## config.mk

```make
export PLATFORM = sky130hd
export DESIGN_NAME = quadrant_bank_mapper
export DESIGN_NICKNAME = d
export VERILOG_FILES = /design/src/rtl/qbm_pkg.sv /design/src/rtl/qbm_bank_regs.sv /design/src/rtl/qbm_access_qual.sv /design/src/rtl/qbm_quadrant_dec.sv /design/src/rtl/quadrant_bank_mapper.sv
export SDC_FILE = /design/constraint.sdc
export NUM_CORES = 1
export LEC_CHECK = 0
export CAP_MARGIN = 20
export CORE_UTILIZATION = 24
export CTS_CLUSTER_DIAMETER = 150
export DETAILED_ROUTE_END_ITERATION = 8
export PLACE_DENSITY_LB_ADDON = 0.1
export SLEW_MARGIN = 20
export SYNTH_ARGS = -nofsm -noshare
export SYNTH_HDL_FRONTEND = slang
export SYNTH_SLANG_ARGS = --single-unit
```

## constraint.sdc

```tcl
create_clock -name clk -period 1 [get_ports clk]
set_clock_uncertainty 0.2 [all_clocks]
set_input_delay 0.1 -clock clk [delete_from_list [all_inputs] [get_ports clk]]
set_output_delay 0.1 -clock clk [all_outputs]
set_load 0.01 [all_outputs]
```

## src/rtl/qbm_pkg.sv

```systemverilog
package qbm_pkg;

  typedef enum logic [1:0] {
    ST_NORMAL = 2'b00,
    ST_MACRO  = 2'b01,
    ST_VECTOR = 2'b10,
    ST_OTHER  = 2'b11
  } bus_status_e;

  // Privileged memory access or macro-store access reaches this memory.
  function automatic logic access_ok(input logic priv, input logic mem,
                                     input logic [1:0] st);
    logic macro_hit;
    logic priv_hit;
    macro_hit = (st == ST_MACRO);
    priv_hit  = priv && ((st == ST_NORMAL) || (st == ST_VECTOR));
    return mem && (macro_hit || priv_hit);
  endfunction

  function automatic int unsigned max_w(input int unsigned a, input int unsigned b);
    return (a > b) ? a : b;
  endfunction

endpackage

```

## src/rtl/qbm_bank_regs.sv

```systemverilog
module qbm_bank_regs #(
  parameter int unsigned DATA_W     = 16,
  parameter int unsigned ROM_BANK_W = 3,
  parameter int unsigned RAM_BANK_W = 4
) (
  input  logic                  clk,
  input  logic                  rst_n,
  input  logic                  wr_en,
  input  logic                  wr_sel,
  input  logic [DATA_W-1:0]     wr_data,
  output logic [ROM_BANK_W-1:0] rom_bank,
  output logic [RAM_BANK_W-1:0] ram_bank
);

  logic rom_load;
  logic ram_load;

  assign rom_load = wr_en && !wr_sel;
  assign ram_load = wr_en &&  wr_sel;

  always_ff @(posedge clk or negedge rst_n) begin
    if (!rst_n) begin
      rom_bank <= '0;
    end else if (rom_load) begin
      rom_bank <= wr_data[ROM_BANK_W-1:0];
    end
  end

  always_ff @(posedge clk or negedge rst_n) begin
    if (!rst_n) begin
      ram_bank <= '0;
    end else if (ram_load) begin
      ram_bank <= wr_data[RAM_BANK_W-1:0];
    end
  end

  // a strobe loads the chosen register with the low data bits
  assert_rom_load_R6: assert property (@(posedge clk) disable iff (!rst_n)
    (wr_en && !wr_sel) |=> (rom_bank == $past(wr_data[ROM_BANK_W-1:0])));
  assert_ram_load_R6: assert property (@(posedge clk) disable iff (!rst_n)
    (wr_en && wr_sel) |=> (ram_bank == $past(wr_data[RAM_BANK_W-1:0])));

  // with no strobe (interrupt entry included) the registers hold
  assert_rom_hold_R9: assert property (@(posedge clk) disable iff (!rst_n)
    !(wr_en && !wr_sel) |=> $stable(rom_bank));
  assert_ram_hold_R9: assert property (@(posedge clk) disable iff (!rst_n)
    !(wr_en && wr_sel) |=> $stable(ram_bank));

endmodule

```

## src/rtl/qbm_access_qual.sv

```systemverilog
module qbm_access_qual
  import qbm_pkg::*;
(
  input  logic       clk,
  input  logic       rst_n,
  input  logic       priv_sel,
  input  logic       mem_cycle,
  input  logic [1:0] bus_st,
  output logic       mem_sel
);

  always_comb begin
    mem_sel = access_ok(priv_sel, mem_cycle, bus_st);
  end

  // no selection outside a memory cycle or on a non-memory status
  assert_sel_needs_cycle_R7: assert property (@(posedge clk) disable iff (!rst_n)
    mem_sel |-> (mem_cycle && (bus_st != ST_OTHER)));

  // macro-store cycles are always admitted
  assert_macro_admitted_R8: assert property (@(posedge clk) disable iff (!rst_n)
    (mem_cycle && (bus_st == ST_MACRO)) |-> mem_sel);

endmodule

```

## src/rtl/qbm_quadrant_dec.sv

```systemverilog
module qbm_quadrant_dec #(
  parameter int unsigned ADDR_W     = 16,
  parameter int unsigned ROM_BANK_W = 3,
  parameter int unsigned RAM_BANK_W = 4,
  parameter int unsigned PAGE_W     = 4
) (
  input  logic                  clk,
  input  logic                  rst_n,
  input  logic [ADDR_W-1:0]     addr,
  input  logic                  mem_sel,
  input  logic [ROM_BANK_W-1:0] rom_bank,
  input  logic [RAM_BANK_W-1:0] ram_bank,
  output logic                  rom_cs_n,
  output logic                  ram_cs_n,
  output logic [PAGE_W-1:0]     page_hi
);

  localparam int unsigned HALF_BIT = ADDR_W - 1;
  localparam int unsigned WIN_BIT  = ADDR_W - 2;

  logic half_ram;
  logic banked;

  assign half_ram = addr[HALF_BIT];
  assign banked   = addr[WIN_BIT];

  logic unused_addr_lo;
  assign unused_addr_lo = ^addr[WIN_BIT-1:0];

  always_comb begin
    rom_cs_n = !(mem_sel && !half_ram);
    ram_cs_n = !(mem_sel &&  half_ram);
  end

  always_comb begin
    if (!banked) begin
      page_hi = '0;
    end else if (half_ram) begin
      page_hi = PAGE_W'(ram_bank);
    end else begin
      page_hi = PAGE_W'(rom_bank);
    end
  end

  // the two selects exclude each other
  assert_cs_exclusive_R10: assert property (@(posedge clk) disable iff (!rst_n)
    !(!rom_cs_n && !ram_cs_n));

  // pinned quadrants always present page 0
  assert_fixed_page_zero_R2: assert property (@(posedge clk) disable iff (!rst_n)
    ((!rom_cs_n || !ram_cs_n) && !banked) |-> (page_hi == '0));

endmodule

```

## src/rtl/quadrant_bank_mapper.sv

```systemverilog
module quadrant_bank_mapper #(
  parameter int unsigned ADDR_W     = 16,
  parameter int unsigned DATA_W     = 16,
  parameter int unsigned ROM_BANK_W = 3,
  parameter int unsigned RAM_BANK_W = 4,
  localparam int unsigned PAGE_W    = qbm_pkg::max_w(ROM_BANK_W, RAM_BANK_W)
) (
  input  logic              clk,
  input  logic              rst_n,
  input  logic [ADDR_W-1:0] cpu_addr,
  input  logic              priv_sel,
  input  logic              mem_cycle,
  input  logic [1:0]        bus_st,
  input  logic              bank_wr,
  input  logic              bank_wr_sel,
  input  logic [DATA_W-1:0] bank_wr_data,
  output logic              rom_cs_n,
  output logic              ram_cs_n,
  output logic [PAGE_W-1:0] page_hi
);

  logic [ROM_BANK_W-1:0] rom_bank_q;
  logic [RAM_BANK_W-1:0] ram_bank_q;
  logic                  mem_sel;

  qbm_bank_regs #(
    .DATA_W    (DATA_W),
    .ROM_BANK_W(ROM_BANK_W),
    .RAM_BANK_W(RAM_BANK_W)
  ) u_regs (
    .clk     (clk),
    .rst_n   (rst_n),
    .wr_en   (bank_wr),
    .wr_sel  (bank_wr_sel),
    .wr_data (bank_wr_data),
    .rom_bank(rom_bank_q),
    .ram_bank(ram_bank_q)
  );

  qbm_access_qual u_qual (
    .clk      (clk),
    .rst_n    (rst_n),
    .priv_sel (priv_sel),
    .mem_cycle(mem_cycle),
    .bus_st   (bus_st),
    .mem_sel  (mem_sel)
  );

  qbm_quadrant_dec #(
    .ADDR_W    (ADDR_W),
    .ROM_BANK_W(ROM_BANK_W),
    .RAM_BANK_W(RAM_BANK_W),
    .PAGE_W    (PAGE_W)
  ) u_dec (
    .clk     (clk),
    .rst_n   (rst_n),
    .addr    (cpu_addr),
    .mem_sel (mem_sel),
    .rom_bank(rom_bank_q),
    .ram_bank(ram_bank_q),
    .rom_cs_n(rom_cs_n),
    .ram_cs_n(ram_cs_n),
    .page_hi (page_hi)
  );

  // banked ROM window shows the ROM register
  assert_rom_window_R3: assert property (@(posedge clk) disable iff (!rst_n)
    (!rom_cs_n && cpu_addr[ADDR_W-2]) |-> (page_hi == PAGE_W'(rom_bank_q)));

  // banked RAM window shows the RAM register
  assert_ram_window_R5: assert property (@(posedge clk) disable iff (!rst_n)
    (!ram_cs_n && cpu_addr[ADDR_W-2]) |-> (page_hi == PAGE_W'(ram_bank_q)));

endmodule

```

Word level (Yosys, flattened, before mapping)
Index checks and enable logic that the tools add are counted.
{ "word_totals": {"out_inout_bits": 6, "ff_bits": 7, "elab_cells": 19, "in_bits": 40} }
{ "classes": {"reduce_logical": 13, "mux": 2, "n_eq_ne": 2} }
{ "ops": {"columns": ["cell", "count"], "rows": [
  ["4-bit 2-to-1 mux", 2],
  ["1-bit logical AND", 6],
  ["1-bit zero test", 4],
  ["2-bit by 1-bit equality test with 1-bit output (second input constant)", 1],
  ["2-bit equality test (second input constant)", 1],
  ["2-bit zero test", 1],
  ["1-bit logical OR", 2]
]} }

Depth between registers and ports, before layout
Gate-level depths: netlist (run 1).
{ "depth": {"depth_word": 7, "depth_mapped": 3} }

By module
A second synthesis (run 1) with hierarchy kept.
{ "unflattened": {"cells_unflattened": 28, "hier_area_um2": 356.6} }
{ "modules_own_cells": {"columns": ["mod", "area_per_inst_um2", "cells_each", "seq_area_each_um2", "instances"], "rows": [
  ["qbm_bank_regs", 266.5, 16, 175.2, 1],
  ["qbm_quadrant_dec", 76.3, 10, 0.0, 1],
  ["qbm_access_qual", 13.8, 2, 0.0, 1]
]} }

Worst setup path after synthesis (run 1)
OpenSTA, ideal clock, no wires.
{ "synth_timing": {"kind": "register -> register", "from": "register u_regs.ram_bank[0] (netlist name)", "to": "register u_regs.ram_bank[0]", "path_stages_with_launch": 2, "setup_time_ns": 0.128, "t_required_ns": 0.672, "slack_ns": 0.049, "t_arrival_ns": 0.623, "path_buffers": 0, "path_cell_list": "dfrtp_1 -> mux2_1"} }
{ "synth_lines": {"columns": ["element", "line_no", "source"], "rows": [
  ["end signal: assignment", "qbm_bank_regs.sv:33", "ram_bank <= wr_data[RAM_BANK_W-1:0];"],
  ["end: declaration", "qbm_bank_regs.sv:12", "output logic [RAM_BANK_W-1:0] ram_bank"]
]} }

Worst setup path in the final report (run 1)
{ "layout_timing": {"from": "register u_regs.ram_bank[0]", "to": "output port page_hi[0]"} }
{ "layout_between": {"elab_chain_cells": 2} }
{ "layout_rtl": {"columns": ["element", "line_no", "source"], "rows": [
  ["4-bit 2-to-1 mux", "qbm_quadrant_dec.sv:38", "end else if (half_ram) begin"],
  ["4-bit 2-to-1 mux", "qbm_quadrant_dec.sv:36", "if (!banked) begin"],
  ["end: declaration", "quadrant_bank_mapper.sv:19", "output logic [PAGE_W-1:0] page_hi"]
]} }
No other way between the ends.

==> results.cfg, run 1 <==
[logic_synthesis]
synth_cells = 29
syn_nets = 69
syn_area_um2 = 358
synth_top_family_by_area = multiplexers
synth-seq-cells = 7
synth-simple-area-share = 0.157
synth_sequential_area_ratio = 0.490
synthTopCellsByArea = dfrtp_1 49%, mux2_1 13%, nor2b_1 10%, mux2_2 9.4%, mux2i_1 8.4%
synth-compound-area-share = 0.0350
synth_top_area_cell = dfrtp_1
synthMuxAreaShare = 0.304
synth_cell_type_count = 11
syn_area_per_cell_um2 = 12.3
synthXorXnorAreaFrac = 0
synth_top_area_share = 0.490
synth_warnings = 0
synth_fa_ha_area_frac = 0

[run_status]
violations = negative hold slack, negative setup slack
status = finished with violations

[routing]
drt-initial-drc-count = 7
wl_per_cell_um = 11.9
vias = 303
wirelength_um = 799
drt_first_pass_iters = 2
viasPerCell = 4.52
remaining_drc_errors = 0
drtAntennaViolNets = 0

[clocking]
numClockSinks = 7
h-tree-depth = 1
clock_latency_ns = 0.24
cts_inserted_buffers = 3
cts_root_buffer = clkbuf_4
clk_path_buf_depth = 2
clk_pin_slew_worst_paths_ns = 0.05
cts_tree = yes

[power_and_ir_drop]
clock_power_share = 0.311
leakage_nw = 0.282
power.internal_w = 0.000599
sw_frac_of_total = 0.238
sequentialPowerShare = 0.440
switchingPower_w = 0.000187
powerDensity_nw_per_um2 = 1360
combPwrFrac = 0.249
finalPower_w = 0.000786
worst_ir_drop_vdd_uv = 572

[timing]
whs_ns = -0.0778
finalHoldViolCount = 7
maxSlewViolCount = 0
final.setup.worst_slack_ns = -0.258
rsz0062_at_grt = true
fmax_mhz = 795
post-route-period-util = 1.26
finalSetupViolations = 5
fin_crit_ns = 1.26
worst_pin_slew_ns = 0.331
slew_headroom = 0.778

[floorplanning]
die_h_um = 40.6
rows = 13
fp.dieArea_um2 = 1650
initial_utilization = 0.265
pin_count = 46
die_x_um = 40.6
coreArea_um2 = 1350

[grt]
grt_overflow = 0
grt_antenna_before_repair = 0
grt_pass1_wl_mm = 1.05
globalRouteTotalUtil = 0.106
grt_max_degree = 8
grt_pass1_vias = 262

[worst_setup_path]
worstPathArrival_ns = 0.96
rrSetupSlack_ns = -0.07
r2r_cells = 2
critPathRequiredTime_ns = 0.70
path_max_fanout = 2
r2r-start = u_regs.ram_bank[2]
r2r_end = u_regs.ram_bank[2]
critical_path_class = reg2out
critPathLaunchType = flop
end_kind = output pin

[placed_design]
portBuffers = 19
pre_cts_ws_ns = -0.819
dp_hpwl_um = 621
gp_congestion = 0.676
placed_area_um2 = 562

[job]
cap_violations = 0

[final_layout]
nFillCells = 141
final_nets = 93
diodes = 0
final_common_cell = buf_2
multi_input_area_um2 = 211
area_delta_synth_final_pct = 61.9
mostFrequentLayoutCells = 9 x buf_2, 7 x dfrtp_1, 5 x clkdlybuf4s50_1
layout-drive-gt1-share = 0.423
finalInstanceArea_um2 = 579
seqCellArea_um2 = 175

[worst_hold_path]
min_path_type = in2async
stage by stage:
step	TNS, ns	instances	hold slack (ns)	util
global route	-1.31	67	-0.0687	0.429
global placement	-7.33	62	0.179	0.416
floorplan	0	29	-0.396	-
detailed placement	-7.71	62	0.183	0.416
finish	-1.01	67	-0.0778	0.429
CTS	-1.05	67	-0.0760	0.428
cell type report:
| cell class | instances | share of cell area |
|---|---|---|
| flip-flops and latches | 7 | 0.302 |
| clock buffers | 4 | 0.0454 |
| repair buffers | 20 | 0.255 |
| multi-input cells | 21 | 0.365 |
| well taps | 15 | 0.0324 |
metal layers:
layer	wire [um]	vias to the layer above	track usage	part of all wire
li1	-	149	-	-
met1	324	136	0.108	0.41
met2	355	18	0.163	0.44
met3	119	0	0.0598	0.15
met4	0	0	0.0750	0
met5	0	-	0	0
flip-flops by register name, summed over array words and instances (netlist names):
signal and count:
u_regs.rom_bank 3, u_regs.ram_bank 4
cell usage after synthesis:
cell type and number:
and3_1 1, buf_2 1, dfrtp_1 7, mux2_1 4, mux2_2 3, mux2i_1 3
nand2_1 1, nor2b_1 6, nor2b_2 1, o211ai_1 1, o21ai_0 1
critical path, stage by stage, from the launching register on:
cell	delay [ns]
dfrtp_1	0.37
mux2i_1	0.15
nor2b_1	0.06
buf_2	0.14
cell families after synthesis:
logic type	count (synthesis)
compound gates	2
buf+inv	1
flops	7
mux	10
simple gates	9
repair_timing:
action	in CTS	in global routing
buffers inserted	1	0
endpoints found under the setup margin	13	10
endpoints found under the hold margin	7	7
resized for setup	47	5
pin swaps	1	0
power groups by stage:
stage          clock network, W  registers [W]  logic [W]
2_1_floorplan                 0       0.000344  0.0000874
3_3_place_gp                  0       0.000352   0.000187
3_5_place_dp                  0       0.000351   0.000194
4_1_cts                0.000254       0.000346   0.000192
5_1_grt                0.000283       0.000352   0.000214
6_report               0.000244       0.000346   0.000196
how the worst max path moves through the flow:
stage,from,endpoint,slack (ns)
after global placement,cpu_addr[15],page_hi[1],-0.76
after CTS,u_regs.ram_bank[1],page_hi[1],-0.27
after detailed placement,cpu_addr[15],page_hi[1],-0.82
final,u_regs.ram_bank[0],page_hi[0],-0.26
after global routing,u_regs.ram_bank[2],page_hi[2],-0.33
after floorplan,u_regs.ram_bank[0],u_regs.ram_bank[0],0.05
(Power assumes the default switching activity.)
==> run 2, diff against run 1 <==
--- a/config.mk
+++ b/config.mk
@@ -9,7 +9,7 @@
 export CORE_UTILIZATION = 24
 export CTS_CLUSTER_DIAMETER = 150
 export DETAILED_ROUTE_END_ITERATION = 8
-export PLACE_DENSITY_LB_ADDON = 0.1
+export PLACE_DENSITY_LB_ADDON = 0.08
 export SLEW_MARGIN = 20
 export SYNTH_ARGS = -nofsm -noshare
 export SYNTH_HDL_FRONTEND = slang
==> results.cfg, run 2 (synthesis gave the netlist of run 1 again) <==
[placed_design]
pre_cts_ws_ns = -0.820
dp_hpwl_um = 617
gp_congestion = 0.649
portBuffers = 19

[run_status]
violations = negative hold slack, negative setup slack
status = finished with violations

[final_layout]
diodes = 0
area_delta_synth_final_pct = 60.5
multi_input_area_um2 = 208
regMostFlops = u_regs.ram_bank
final_nets = 93
mostFrequentLayoutCells = 8 x buf_2, 7 x dfrtp_1, 5 x clkdlybuf4s50_1
reg_top3 = u_regs.ram_bank: 4 flops, u_regs.rom_bank: 3 flops
final_common_cell = buf_2
layout-drive-gt1-share = 0.423
seqCellArea_um2 = 175
nFillCells = 142
largest_reg_flops = 4

[worst_setup_path]
path_max_fanout = 2
critPathLaunchType = flop
end_kind = output pin
critPathRequiredTime_ns = 0.70
critical_path_class = reg2out
worstPathArrival_ns = 0.95

[routing]
wl_per_cell_um = 12.1
drt-initial-drc-count = 1
drt_first_pass_iters = 2
viasPerCell = 4.55
vias = 305
drtAntennaViolNets = 0
remaining_drc_errors = 0
wirelength_um = 809

[grt]
use_met2 = 0.171
globalRouteTotalUtil = 0.110
top_usage_layer = met2
grt_max_degree = 8
grt_antenna_before_repair = 0
grt_overflow = 0
met3_usage = 0.0217
grt_pass1_vias = 297
grt_pass1_wl_mm = 1.13
gr-usage-met1 = 0.126

[floorplanning]
coreArea_um2 = 1350
rows = 13
die_h_um = 40.6
pin_count = 46
fp.dieArea_um2 = 1650
initial_utilization = 0.265
die_x_um = 40.6

[clocking]
cts_root_buffer = clkbuf_4
numClockSinks = 7
cts_inserted_buffers = 3
clk_pin_slew_worst_paths_ns = 0.05
clock_latency_ns = 0.25
clk_path_buf_depth = 2
cts_tree = yes
h-tree-depth = 1

[timing]
slew_headroom = 0.785
maxSlewViolCount = 0
fmax_mhz = 799
fin_crit_ns = 1.25
post-route-period-util = 1.25
worst_pin_slew_ns = 0.322
finalSetupViolations = 5
rsz0062_at_grt = true
finalHoldViolCount = 7
whs_ns = -0.0876
final.setup.worst_slack_ns = -0.251

[job]
cap_violations = 0

[power_and_ir_drop]
sw_frac_of_total = 0.243
switchingPower_w = 0.000192
power.internal_w = 0.000597
leakage_nw = 0.278
worst_ir_drop_vdd_uv = 632
powerDensity_nw_per_um2 = 1370
sequentialPowerShare = 0.439
clock_power_share = 0.319
combPwrFrac = 0.242

[worst_hold_path]
min_path_type = in2async
[run 2: cell count changes in the layout (fill, tap and decap cells not counted)]
cell	delta
mux2_1	+1
buf_4	-1
clkdlybuf4s15_1	-1
clkbuf_2	+2
mux2_4	-1
buf_6	+1
buf_2	-1
[run 2: timing repair]
item / CTS / global route
pin swaps: 1 / 1
gates resized for setup: 44 / 9
setup buffers: 1 / 1
endpoints found under the hold margin: 7 / 7
endpoints found under the setup margin: 13 / 9
[run 2: stage by stage]
step            util  instances  power [W]  TNS, ns  instance area, um^2
3_5_place_dp   0.416         62   0.000545    -7.72                  562
3_3_place_gp   0.416         62   0.000539    -7.36                  562
5_1_grt        0.425         67   0.000844    -1.33                  574
6_report       0.425         67   0.000789    -1.02                  574
2_1_floorplan      -         29   0.000432        0                  358
4_1_cts        0.425         67   0.000797    -1.10                  574
[run 2: power groups by stage]
stage | sequential, W | combinational [W] | clock, W
floorplan | 0.000344 | 0.0000874 | 0
global placement | 0.000352 | 0.000187 | 0
detailed placement | 0.000351 | 0.000194 | 0
CTS | 0.000346 | 0.000185 | 0.000267
global route | 0.000351 | 0.000210 | 0.000284
finish | 0.000347 | 0.000191 | 0.000251
[run 2: area by class of cell]
cell class / count / share of cell area
flip-flops and latches: 7 / 0.305
clock buffers: 4 / 0.0458
repair buffers: 20 / 0.255
multi-input cells: 21 / 0.362
well taps: 15 / 0.0327
[run 2: critical path, stage by stage, from the launching register on]
cell     delay [ns]
dfrtp_1        0.37
mux2i_1        0.15
nor2b_1        0.06
buf_2          0.13
[run 2: path summary, 6_finish.rpt]
kind | startpoint | to | slack, ns | depth (start not counted)
setup / recovery | u_regs.ram_bank[0] | page_hi[0] | -0.25 | 3
hold / removal | rst_n | u_regs.ram_bank[3] | -0.09 | 1
setup reg to reg | u_regs.rom_bank[2] | u_regs.rom_bank[2] | -0.07 | 2
hold reg to reg | u_regs.ram_bank[2] | u_regs.ram_bank[2] | 0.29 | 1
max in group asynchronous | rst_n | u_regs.ram_bank[2] | 0.45 | 1
min in group clk | bank_wr | u_regs.ram_bank[3] | 0.21 | 3
[run 2: per-layer routing]
layer  up-vias  part of all wire
met5         -                 0
met4         0                 0
li1        148                 -
met2        17              0.44
met1       140              0.43
met3         0              0.12
